## src/rtl/rstvec_pkg.sv

```systemverilog
package rstvec_pkg;
  localparam int NUM_LEVELS = 8;
  localparam int CODE_W     = $clog2(NUM_LEVELS);
  localparam int BYTE_W     = 8;

  // opcode frame around the level code: 11 NNN 111
  localparam logic [1:0] OPC_HEAD = 2'b11;
  localparam logic [2:0] OPC_TAIL = 3'b111;

  typedef logic [CODE_W-1:0] code_t;
  typedef logic [BYTE_W-1:0] byte_t;

  function automatic byte_t restart_byte(input code_t lvl);
    return {OPC_HEAD, lvl, OPC_TAIL};
  endfunction
endpackage

```

## src/rtl/rstvec_req_reg.sv

```systemverilog
module rstvec_req_reg #(
  parameter int LEVELS = rstvec_pkg::NUM_LEVELS
) (
  input  logic              clk,
  input  logic              rst_n,
  input  logic [LEVELS-1:0] req_n,
  output logic [LEVELS-1:0] pend
);
  always_ff @(posedge clk) begin
    if (!rst_n) pend <= '0;
    else        pend <= ~req_n;
  end
endmodule

```

## src/rtl/rstvec_prio.sv

```systemverilog
module rstvec_prio #(
  parameter int LEVELS = rstvec_pkg::NUM_LEVELS,
  localparam int CW    = $clog2(LEVELS)
) (
  input  logic [LEVELS-1:0] pend,
  output logic              any,
  output logic [CW-1:0]     level
);
  logic [LEVELS-1:0] above;
  logic [LEVELS-1:0] win;

  assign above[LEVELS-1] = 1'b0;
  genvar g;
  generate
    for (g = LEVELS - 2; g >= 0; g--) begin : g_chain
      assign above[g] = above[g+1] | pend[g+1];
    end
    for (g = 0; g < LEVELS; g++) begin : g_win
      assign win[g] = pend[g] & ~above[g];
    end
  endgenerate

  always_comb begin
    level = '0;
    for (int i = 0; i < LEVELS; i++) begin
      if (win[i]) level = level | CW'(i);
    end
  end

  assign any = |pend;
endmodule

```

## src/rtl/rstvec_hold.sv

```systemverilog
module rstvec_hold #(
  parameter int CW = rstvec_pkg::CODE_W
) (
  input  logic          clk,
  input  logic          rst_n,
  input  logic          inta,
  input  logic [CW-1:0] level,
  output logic [CW-1:0] code
);
  logic          inta_q;
  logic [CW-1:0] held;
  logic          start;

  assign start = inta & ~inta_q;
  assign code  = start ? level : held;

  always_ff @(posedge clk) begin
    if (!rst_n) begin
      inta_q <= 1'b0;
      held   <= '0;
    end else begin
      inta_q <= inta;
      if (start) held <= level;
    end
  end
endmodule

```

## src/rtl/rstvec_drive.sv

```systemverilog
module rstvec_drive
  import rstvec_pkg::*;
(
  input  logic  inta,
  input  logic  dbin,
  input  code_t code,
  output logic  oe,
  output byte_t data
);
  assign oe   = inta & dbin;
  assign data = oe ? restart_byte(code) : '0;
endmodule

```

## src/rtl/rstvec_encoder.sv

```systemverilog
module rstvec_encoder
  import rstvec_pkg::*;
(
  input  logic       clk,
  input  logic       rst_n,
  input  logic [7:0] irq_n,
  input  logic       inta,
  input  logic       dbin,
  output logic       int_req,
  output logic [7:0] vec_data,
  output logic       vec_oe
);
  logic [NUM_LEVELS-1:0] pend;
  code_t                 level;
  code_t                 code;

  rstvec_req_reg #(.LEVELS(NUM_LEVELS)) u_req (
    .clk(clk), .rst_n(rst_n), .req_n(irq_n), .pend(pend)
  );

  rstvec_prio #(.LEVELS(NUM_LEVELS)) u_prio (
    .pend(pend), .any(int_req), .level(level)
  );

  rstvec_hold #(.CW(CODE_W)) u_hold (
    .clk(clk), .rst_n(rst_n), .inta(inta), .level(level), .code(code)
  );

  rstvec_drive u_drive (
    .inta(inta), .dbin(dbin), .code(code), .oe(vec_oe), .data(vec_data)
  );
endmodule

```

## config.mk

```make
export PLATFORM = sky130hd
export DESIGN_NAME = rstvec_encoder
export DESIGN_NICKNAME = d
export VERILOG_FILES = /design/src/rtl/rstvec_pkg.sv /design/src/rtl/rstvec_req_reg.sv /design/src/rtl/rstvec_prio.sv /design/src/rtl/rstvec_hold.sv /design/src/rtl/rstvec_drive.sv /design/src/rtl/rstvec_encoder.sv
export SDC_FILE = /design/constraint.sdc
export NUM_CORES = 1
export LEC_CHECK = 0
export CAP_MARGIN = 20
export CORE_AREA = 8 8 45 47
export DETAILED_ROUTE_END_ITERATION = 7
export DIE_AREA = 0 0 53 55
export PLACE_DENSITY_LB_ADDON = 0.3
export SYNTH_ARGS = -nofsm -noshare
export SYNTH_HDL_FRONTEND = slang
export SYNTH_SLANG_ARGS = --single-unit
```

## constraint.sdc

```tcl
create_clock -name clk -period 1.7 [get_ports clk]
set_input_delay 0.17 -clock clk [delete_from_list [all_inputs] [get_ports clk]]
set_output_delay 0.17 -clock clk [all_outputs]
set_load 0.02 [all_outputs]
```

Word level (Yosys, flattened, before mapping)
Cells that the tools add are included.
{"block": "word_totals", "ff_bits": 12, "out_inout_bits": 10}
{"block": "op_classes", "mux": 9, "bitwise_logic": 21, "n_reduce_logical": 1}
{"operator": "$mux 3", "count": 5}
{"operator": "$and 1x1->1", "count": 8}
{"operator": "$mux 8", "count": 1}
{"operator": "$not 8->8", "count": 1}
{"operator": "$reduce_or 8->1", "count": 1}
{"operator": "$not 1->1", "count": 7}
{"operator": "$or 1x1->1", "count": 5}
{"operator": "$mux 2", "count": 2}
{"operator": "$mux 1", "count": 1}

Depth between registers and ports, before layout
Gate-level depths: netlist of the first run.
{"block": "logic_depth", "depth_word": 16, "ltp_mapped": 3, "mapped_depth_nobuf": 3}

By module
Synthesis of the first run repeated with hierarchy kept, for this count alone.
{"block": "hier_totals", "cells_unflattened": 56, "hier_area_um2": 548.0}
{"module": "rstvec_req_reg", "instances": 1, "cells_each": 16, "area_each_um2": 210.2, "seq_area_each_um2": 160.2}
{"module": "rstvec_hold", "instances": 1, "cells_each": 19, "area_each_um2": 207.7, "seq_area_each_um2": 80.1}
{"module": "rstvec_prio", "instances": 1, "cells_each": 12, "area_each_um2": 66.3, "seq_area_each_um2": 0.0}
{"module": "rstvec_drive", "instances": 1, "cells_each": 9, "area_each_um2": 63.8, "seq_area_each_um2": 0.0}

Least setup slack after synthesis of the first run
No wires, ideal clock.
{"block": "synth_timing", "path_type": "register -> output", "start": "register u_req.pend[5]", "end": "output port vec_data[4]", "arrival_time_ns": 1.178, "setup_slack_ns": 0.352, "path_stages_with_launch": 3, "path_buffers": 0, "cell_sequence": "dfxtp_1 > o311a_1 > nor3_1"}
{"block": "synth_between", "elab_chain_cells": 13, "elab_cells_between_ends": 15, "cone_classes": "mux: 8; bitwise: 7"}
{"element": "from (decl)", "line_no": "rstvec_req_reg.sv:7", "rtl": "output logic [LEVELS-1:0] pend"}
{"element": "from (signal assigned)", "line_no": "rstvec_req_reg.sv:11", "rtl": "else pend <= ~req_n;"}
{"element": "$or 1x1->1 (*) (2 in series)", "line_no": "rstvec_prio.sv:16", "rtl": "assign above[g] = above[g+1] | pend[g+1];"}
{"element": "$or 1x1->1", "line_no": "rstvec_prio.sv:16"}
{"element": "$not 1->1", "line_no": "rstvec_prio.sv:19", "rtl": "assign win[g] = pend[g] & ~above[g];"}
{"element": "$and 1x1->1", "line_no": "rstvec_prio.sv:19"}
{"element": "$mux 2", "line_no": "rstvec_prio.sv:26", "rtl": "if (win[i]) level = level | CW'(i);"}
{"element": "$mux 2 (*)", "line_no": "rstvec_prio.sv:26"}
{"element": "$mux 3 (*) (4 in series)", "line_no": "rstvec_prio.sv:26"}
{"element": "$mux 3 (*)", "line_no": "rstvec_hold.sv:15", "rtl": "assign code = start ? level : held;"}
{"element": "$mux 8 (*)", "line_no": "rstvec_drive.sv:11", "rtl": "assign data = oe ? restart_byte(code) : '0;"}
{"element": "to (decl)", "line_no": "rstvec_encoder.sv:10", "rtl": "output logic [7:0] vec_data,"}
Mark *: on every way between the ends. The rest lies on a longest branch, timed or not.

Worst setup path after layout of the first run
{"block": "layout_timing", "start": "register u_req.pend[7]", "end": "output port vec_data[3]"}
{"block": "layout_between", "elab_chain_cells": 16, "elab_cells_between_ends": 20, "cone_classes": "mux: 9; bitwise: 11"}
{"element": "$or 1x1->1 (5 in series)", "line_no": "rstvec_prio.sv:16"}
{"element": "$not 1->1", "line_no": "rstvec_prio.sv:19"}
{"element": "$and 1x1->1", "line_no": "rstvec_prio.sv:19"}
{"element": "$mux 1", "line_no": "rstvec_prio.sv:26"}
{"element": "$mux 2 (2 in series)", "line_no": "rstvec_prio.sv:26"}
{"element": "$mux 3 (3 in series)", "line_no": "rstvec_prio.sv:26"}
{"element": "$mux 3 (*)", "line_no": "rstvec_prio.sv:26"}
{"element": "$mux 3 (*)", "line_no": "rstvec_hold.sv:15"}
{"element": "$mux 8 (*)", "line_no": "rstvec_drive.sv:11"}
Marks and branches as above.

==> results.json, run 1 <==
{
  "status": "complete, no violations",
  "hp-class": "input pin to flip-flop",
  "period_share_pct": 95.2,
  "slowest_stage": "dfxtp_1",
  "p_per_area_nw_per_um2": 868,
  "die-area_um2": 2920,
  "fin_setup_tns_ps": 0,
  "fp.coreArea_um2": 1380,
  "nNetsFinal": 89,
  "syn_to_final_growth_pct": 49.9,
  "holdPathEnd": "u_req.pend[4]",
  "multi_input_area_um2": 218,
  "vias": 410,
  "layout-drive-gt1-share_pct": 26.3,
  "h-tree-depth": 1,
  "dieWidth_um": 53,
  "cts_root_buf": "clkbuf_4",
  "totalWireLength_mm": 1.01,
  "hold_buffers": 0,
  "fillCellCount": 129,
  "antenna_left": 0,
  "syn_inst": 51,
  "rsz0062_at_grt": "false",
  "cts.path.max_buffers": 2,
  "period_needed_ps": 1620,
  "crit_type": "flip-flop to output pin",
  "setup_violations": 0,
  "num_rows": 14,
  "grt_pass1_wl_mm": 1.79,
  "clock_skew_ps": 1.93,
  "arrival_ps": 1450,
  "first_pass_iters": 2,
  "irDropWorstVdd_mv": 0.372,
  "r2r_setup_slack_ps": 610,
  "hold_viol_final": 0,
  "yosysWarnings": 0,
  "port_buffers": 21,
  "netlist_area_um2": 502,
  "grt_pass1_vias": 424,
  "avgSynthCellArea_um2": 9.84,
  "clk_pin_slew_ps": 70,
  "ios": 22,
  "grt_util_all_layers_pct": 8.40,
  "numClockSinks": 12,
  "power.total_mw": 0.653,
  "clk_latency_ps": 270,
  "synth-seq-cells": 12,
  "cts_tree": "built",
  "antenna_found_initial": 0,
  "viasPerCell": 4.46,
  "numCtsBuffers": 3,
  "drc": 0,
  "hold_path_depth": 2,
  "drt_iter0_drc": 3,
  "fin_cells": 92,
  "cp_slowest_stage_delay_ps": 340,
  "maxSlewHeadroom_pct": 77.7,
  "power_leakage_nw": 0.340,
  "hpwl_um": 809,
  "maxCapViolations": 0,
  "critical_path.cell_chain": "nor4_4 -> o21ai_2 -> a211oi_2 -> buf_2",
  "start_util_pct": 36.3,
  "grt_max_degree": 13,
  "fmax_mhz": 618,
  "antennaDiodeCount": 0,
  "gp_congestion": 0.763,
  "holdWs_ps": 418,
  "syn_nets": 63,
  "wl_per_cell_um": 10.9,
  "setup.worst_path.start_class": "flip-flop",
  "register_area_um2": 240,
  "worst_pin_slew_ps": 333,
  "r2r_cells": 4,
  "worstHoldStart": "irq_n[4]",
  "r2r-end": "u_hold.held[2]",
  "die_h_um": 55,
  "synth.distinct_cells": 20,
  "path_max_fanout": 2,
  "grt-ovfl-total": 0,
  "place_inst": 88,
  "cp.required_ps": 1530,
  "r2r-start": "u_req.pend[7]",
  "postCtsSetupBuffers": 0,
  "slew_viol_final": 0,
  "ys_seq_area_share_pct": 47.9,
  "end_kind": "output pin"
}
## timing repair
| item | CTS | global route |
|---|---|---|
| pin swaps | 0 | 0 |
| setup endpoints to repair | 10 | 3 |
| resized for setup | 20 | 5 |
## Yosys cell counts
library cell	count	share of area, %
nand2_1	1	0.75
dfxtp_1	12	48
mux2_2	1	2.2
and2_1	1	1.2
o311a_1	1	2.0
nor4_4	1	4.2
a211oi_2	1	2.5
nor3_1	1	1.0
nor2_1	6	4.5
nand3_1	1	1.0
nor2b_1	11	14
clkbuf_1	1	0.75
inv_1	2	1.5
and2b_1	1	1.5
buf_4	5	7.5
o21ai_2	1	1.7
a21oi_1	1	1.0
nor3b_2	1	2.5
o21ai_0	1	1.0
nor3b_1	1	1.5
## layout by cell type, fill, tap and decap left out, drive strengths merged
cell           netlist  routed
nor4                 1       1
a211oi               1       1
buf                  5       9
o311a                1       1
dfxtp               12      12
nor2b               11      11
clkbuf               1       5
clkdlybuf4s50        0      11
nor3b                2       2
and2                 1       1
mux2                 1       1
nor3                 1       1
nand3                1       1
nor2                 6       6
nand2                1       1
inv                  2       2
a21oi                1       1
o21ai                2       2
and2b                1       1
dlygate4sd2          0       6
## worst max-delay path: cells and delay by family (launching register included)
family | cells | cell delay [ps]
buffers and inverters | 1 | 190
flip-flops | 1 | 340
AND/OR/NAND/NOR | 1 | 320
AO/OA/AOI/OAI | 2 | 330
## metal layers
layer / wire (um) / up-vias / GRT usage [%]
met1: 407 / 177 / 8.15
li1: - / 214 / -
met3: 96 / 4 / 3.48
met5: 0 / - / 0
met2: 471 / 15 / 14.1
met4: 29 / 0 / 6.47
## per-stage QoR
step / util [%] / worst slack [ps] / area [um^2]
3_3_place_gp: 53.2 / -383 / 736
5_1_grt: 54.3 / 7.45 / 752
2_1_floorplan: - / 352 / 502
4_1_cts: 54.6 / 20.5 / 756
3_5_place_dp: 53.2 / -407 / 736
6_report: 54.3 / 81.5 / 752
## worst max-delay path by stage
stage / startpoint / end / slack (ps) / cells after the start
finish: u_req.pend[7] / vec_data[3] / 80 / 4
global route: u_req.pend[5] / vec_data[3] / 7 / 4
CTS: u_req.pend[7] / int_req / 20 / 4
detailed placement: inta / vec_data[5] / -410 / 5
global placement: inta / vec_data[5] / -380 / 5
floorplan: u_req.pend[5] / vec_data[4] / 350 / 2
## area by class of cell
| type | count | area share, % |
|---|---|---|
| clock buffer | 4 | 4.83 |
| tap | 16 | 2.66 |
| multi-input combinational | 31 | 29.0 |
| sequential | 12 | 31.9 |
| inverter | 2 | 0.998 |
| timing repair buffer | 27 | 30.6 |
## flip-flops by register name, summed over array words and instances, names as in the netlist
register and cells:
u_hold.held 3, u_hold.inta_q 1, u_req.pend 8
## where the power goes
part	switching, mW	leakage (nW)	internal, mW
combinational	0.0527	0.219	0.0697
sequential	0.00943	0.0999	0.298
clock	0.0921	0.0210	0.130
total	0.154	0.340	0.498
## cell families after synthesis
group,after synthesis,synth area share [%]
compound gates,5,8.23
buf+inv,8,9.73
flops,12,47.9
mux,1,2.24
simple gates,25,31.9
No activity file was read; power rests on OpenSTA's default activity.
==> run 2: changes to the inputs <==
--- a/config.mk
+++ b/config.mk
@@ -7,9 +7,11 @@
 export LEC_CHECK = 0
 export CAP_MARGIN = 20
 export CORE_AREA = 8 8 45 47
+export CTS_CLUSTER_SIZE = 24
 export DETAILED_ROUTE_END_ITERATION = 7
 export DIE_AREA = 0 0 53 55
 export PLACE_DENSITY_LB_ADDON = 0.3
 export SYNTH_ARGS = -nofsm -noshare
 export SYNTH_HDL_FRONTEND = slang
+export SYNTH_HIERARCHICAL = 1
 export SYNTH_SLANG_ARGS = --single-unit
==> run 2 against run 1 <==
Effect of this change:
- setup slack lost 47 ps
- synthesized cell count is 9.8% higher
- combinational power is 12% higher
- fmax down 2.8%
- critical path type is now input pin to output pin
==> results.json, run 2 <==
{
  "period_share_pct": 98.0,
  "numClockSinks": 12,
  "synth-main-ff-cell": "dfxtp_1",
  "synth_commonest_cells": "dfxtp_1 (12), nor2b_1 (8), nand2_1 (7)",
  "postLayoutCoreUtil_pct": 58.0,
  "p_switching_mw": 0.143,
  "cts_tree": "built",
  "yosys.area.top_type": "dfxtp_1",
  "synth.distinct_cells": 19,
  "hp-class": "input pin to flip-flop",
  "reg.largest.list": "u_req/pend x8, u_hold/held x3, u_hold/inta_q x1",
  "synth-seq-cells": 12,
  "grt_max_degree": 16,
  "final_cell_mix": "clkdlybuf4s50_1 (11), dfxtp_1 (10), nor2b_1 (8)",
  "fillCellCount": 124,
  "die_h_um": 55,
  "hold_buffers": 0,
  "arrival_ps": 1500,
  "holdWs_ps": 437,
  "cts_root_buf": "clkbuf_4",
  "slowest_stage": "clkdlybuf4s50_1",
  "period_needed_ps": 1670,
  "antenna_left": 0,
  "comb_power_share_pct": 22.7,
  "wl_per_cell_um": 10.9,
  "final_common_cell": "clkdlybuf4s50_1",
  "p_per_area_nw_per_um2": 755,
  "critical_path.cell_chain": "clkdlybuf4s50_1 -> nand2b_4 -> mux2_4 -> and3_1 -> clkdlybuf4s15_2",
  "syn_nets": 68,
  "p_seq_share_pct": 51.7,
  "placed_area_um2": 763,
  "slew_viol_final": 0,
  "grt_pass1_wl_mm": 1.57,
  "drt_iter0_drc": 4,
  "cts.path.max_buffers": 2,
  "p_int_mw": 0.462,
  "avgSynthCellArea_um2": 9.79,
  "async_reset_ff_share_pct": 0,
  "yosysMostFrequentCell": "dfxtp_1",
  "hpwl_um": 880,
  "antennaDiodeCount": 0,
  "irDropWorstVdd_mv": 0.413,
  "grt-ovfl-total": 0,
  "syn_inst": 56,
  "num_rows": 14,
  "gp_congestion": 0.768,
  "vias": 437,
  "clock_skew_ps": 1.54,
  "rsz0062_at_grt": "true",
  "setup_violations": 0,
  "cp.required_ps": 1530,
  "dieWidth_um": 53,
  "viasPerCell": 4.65,
  "cp_slowest_stage_delay_ps": 520,
  "layout-drive-gt1-share_pct": 32.1,
  "power_leakage_nw": 0.360,
  "first_pass_iters": 2,
  "synthTopCellsByArea": "dfxtp_1 (44%), nor2b_1 (9.1%), mux2_4 (8.2%), buf_4 (6.8%), mux2i_1 (5.5%)",
  "clk_latency_ps": 250,
  "worst_pin_slew_ps": 395,
  "fin_setup_tns_ps": 0,
  "start_util_pct": 39.6,
  "grt_util_all_layers_pct": 7.39,
  "switching_share_pct": 23.6,
  "antenna_found_initial": 0,
  "netlist_area_um2": 548,
  "fp.coreArea_um2": 1380,
  "maxCapViolations": 0,
  "setup.worst_path.start_class": "input pin",
  "clk_pin_slew_ps": 60,
  "drc": 0,
  "yosysWarnings": 6,
  "hold_viol_final": 0,
  "stdcell_area_um2": 802,
  "largest_register_ffs": 8,
  "syn_to_final_growth_pct": 46.3,
  "grt_pass1_vias": 396,
  "numCtsBuffers": 3,
  "synth_top_area_share_pct": 43.8,
  "maxSlewHeadroom_pct": 73.6,
  "synth_edf_count": 0,
  "port_buffers": 21,
  "top_register": "u_req/pend",
  "fmax_mhz": 600,
  "ys_seq_area_share_pct": 43.8,
  "status": "complete, no violations",
  "crit_type": "input pin to output pin",
  "end_kind": "output pin",
  "h-tree-depth": 1,
  "path_max_fanout": 3,
  "power_frac_clock_pct": 25.7,
  "totalWireLength_mm": 1.02,
  "nNetsFinal": 92,
  "power.total_mw": 0.605,
  "die-area_um2": 2920,
  "ios": 22
}
-- run 2: worst max-delay path, delay by kind of cell --
| family | cells | cell delay (ps) |
|---|---|---|
| buffers and inverters | 2 | 770 |
| muxes | 1 | 290 |
| and+or+nand+nor | 2 | 260 |
-- run 2: power by group through the flow --
stage | sequential, mW | clock, mW | combinational (mW)
floorplan | 0.313 | 0 | 0.0819
global placement | 0.315 | 0 | 0.140
detailed placement | 0.316 | 0 | 0.144
CTS | 0.313 | 0.165 | 0.140
global route | 0.315 | 0.182 | 0.149
finish | 0.313 | 0.155 | 0.137
-- run 2: kinds of logic after synthesis --
family / share of synthesized area, %
buf+inv: 8.22
mux: 13.7
simple gates: 28.1
compound gates: 6.16
flops: 43.8
-- run 2: through the flow --
step | std cells | worst slack, ps
floorplan | 56 | 449
global placement | 91 | -243
detailed placement | 91 | -259
CTS | 94 | 6.00
global route | 94 | -55.0
finish | 94 | 34.0
-- run 2: path summary, 6_finish.rpt --
check,start,endpoint,slack (ps),depth (start not counted)
max reg2reg,u_req/pend[5],u_hold/held[1],670,4
max,inta,vec_data[5],30,5
min,irq_n[0],u_req/pend[0],440,2
min reg2reg,u_hold/held[2],u_hold/held[2],470,2
-- run 2: repair_timing --
| item | in CTS | in global routing |
|---|---|---|
| buffers inserted | 0 | 0 |
| pin swaps | 0 | 1 |
| setup endpoints to repair | 10 | 4 |
| resized for setup | 23 | 2 |
| endpoints found under the hold margin | 0 | 0 |
-- run 2: layer usage --
metal	track usage, %	up-vias	part of all wire, %
met5	0	-	0
met2	12.9	19	50
met3	2.41	2	9.3
met1	6.88	193	39
li1	-	223	-
met4	6.47	0	0.98
-- run 2: cell type report --
| class | count | area [um^2] | share of cell area (%) |
|---|---|---|---|
| flip-flops and latches | 12 | 243 | 30.3 |
| inverters | 2 | 7.51 | 0.936 |
| clock buffers | 3 | 22.5 | 2.81 |
| multi-input cells | 37 | 284 | 35.4 |
| well taps | 16 | 20.0 | 2.50 |
| repair buffers | 24 | 225 | 28.1 |
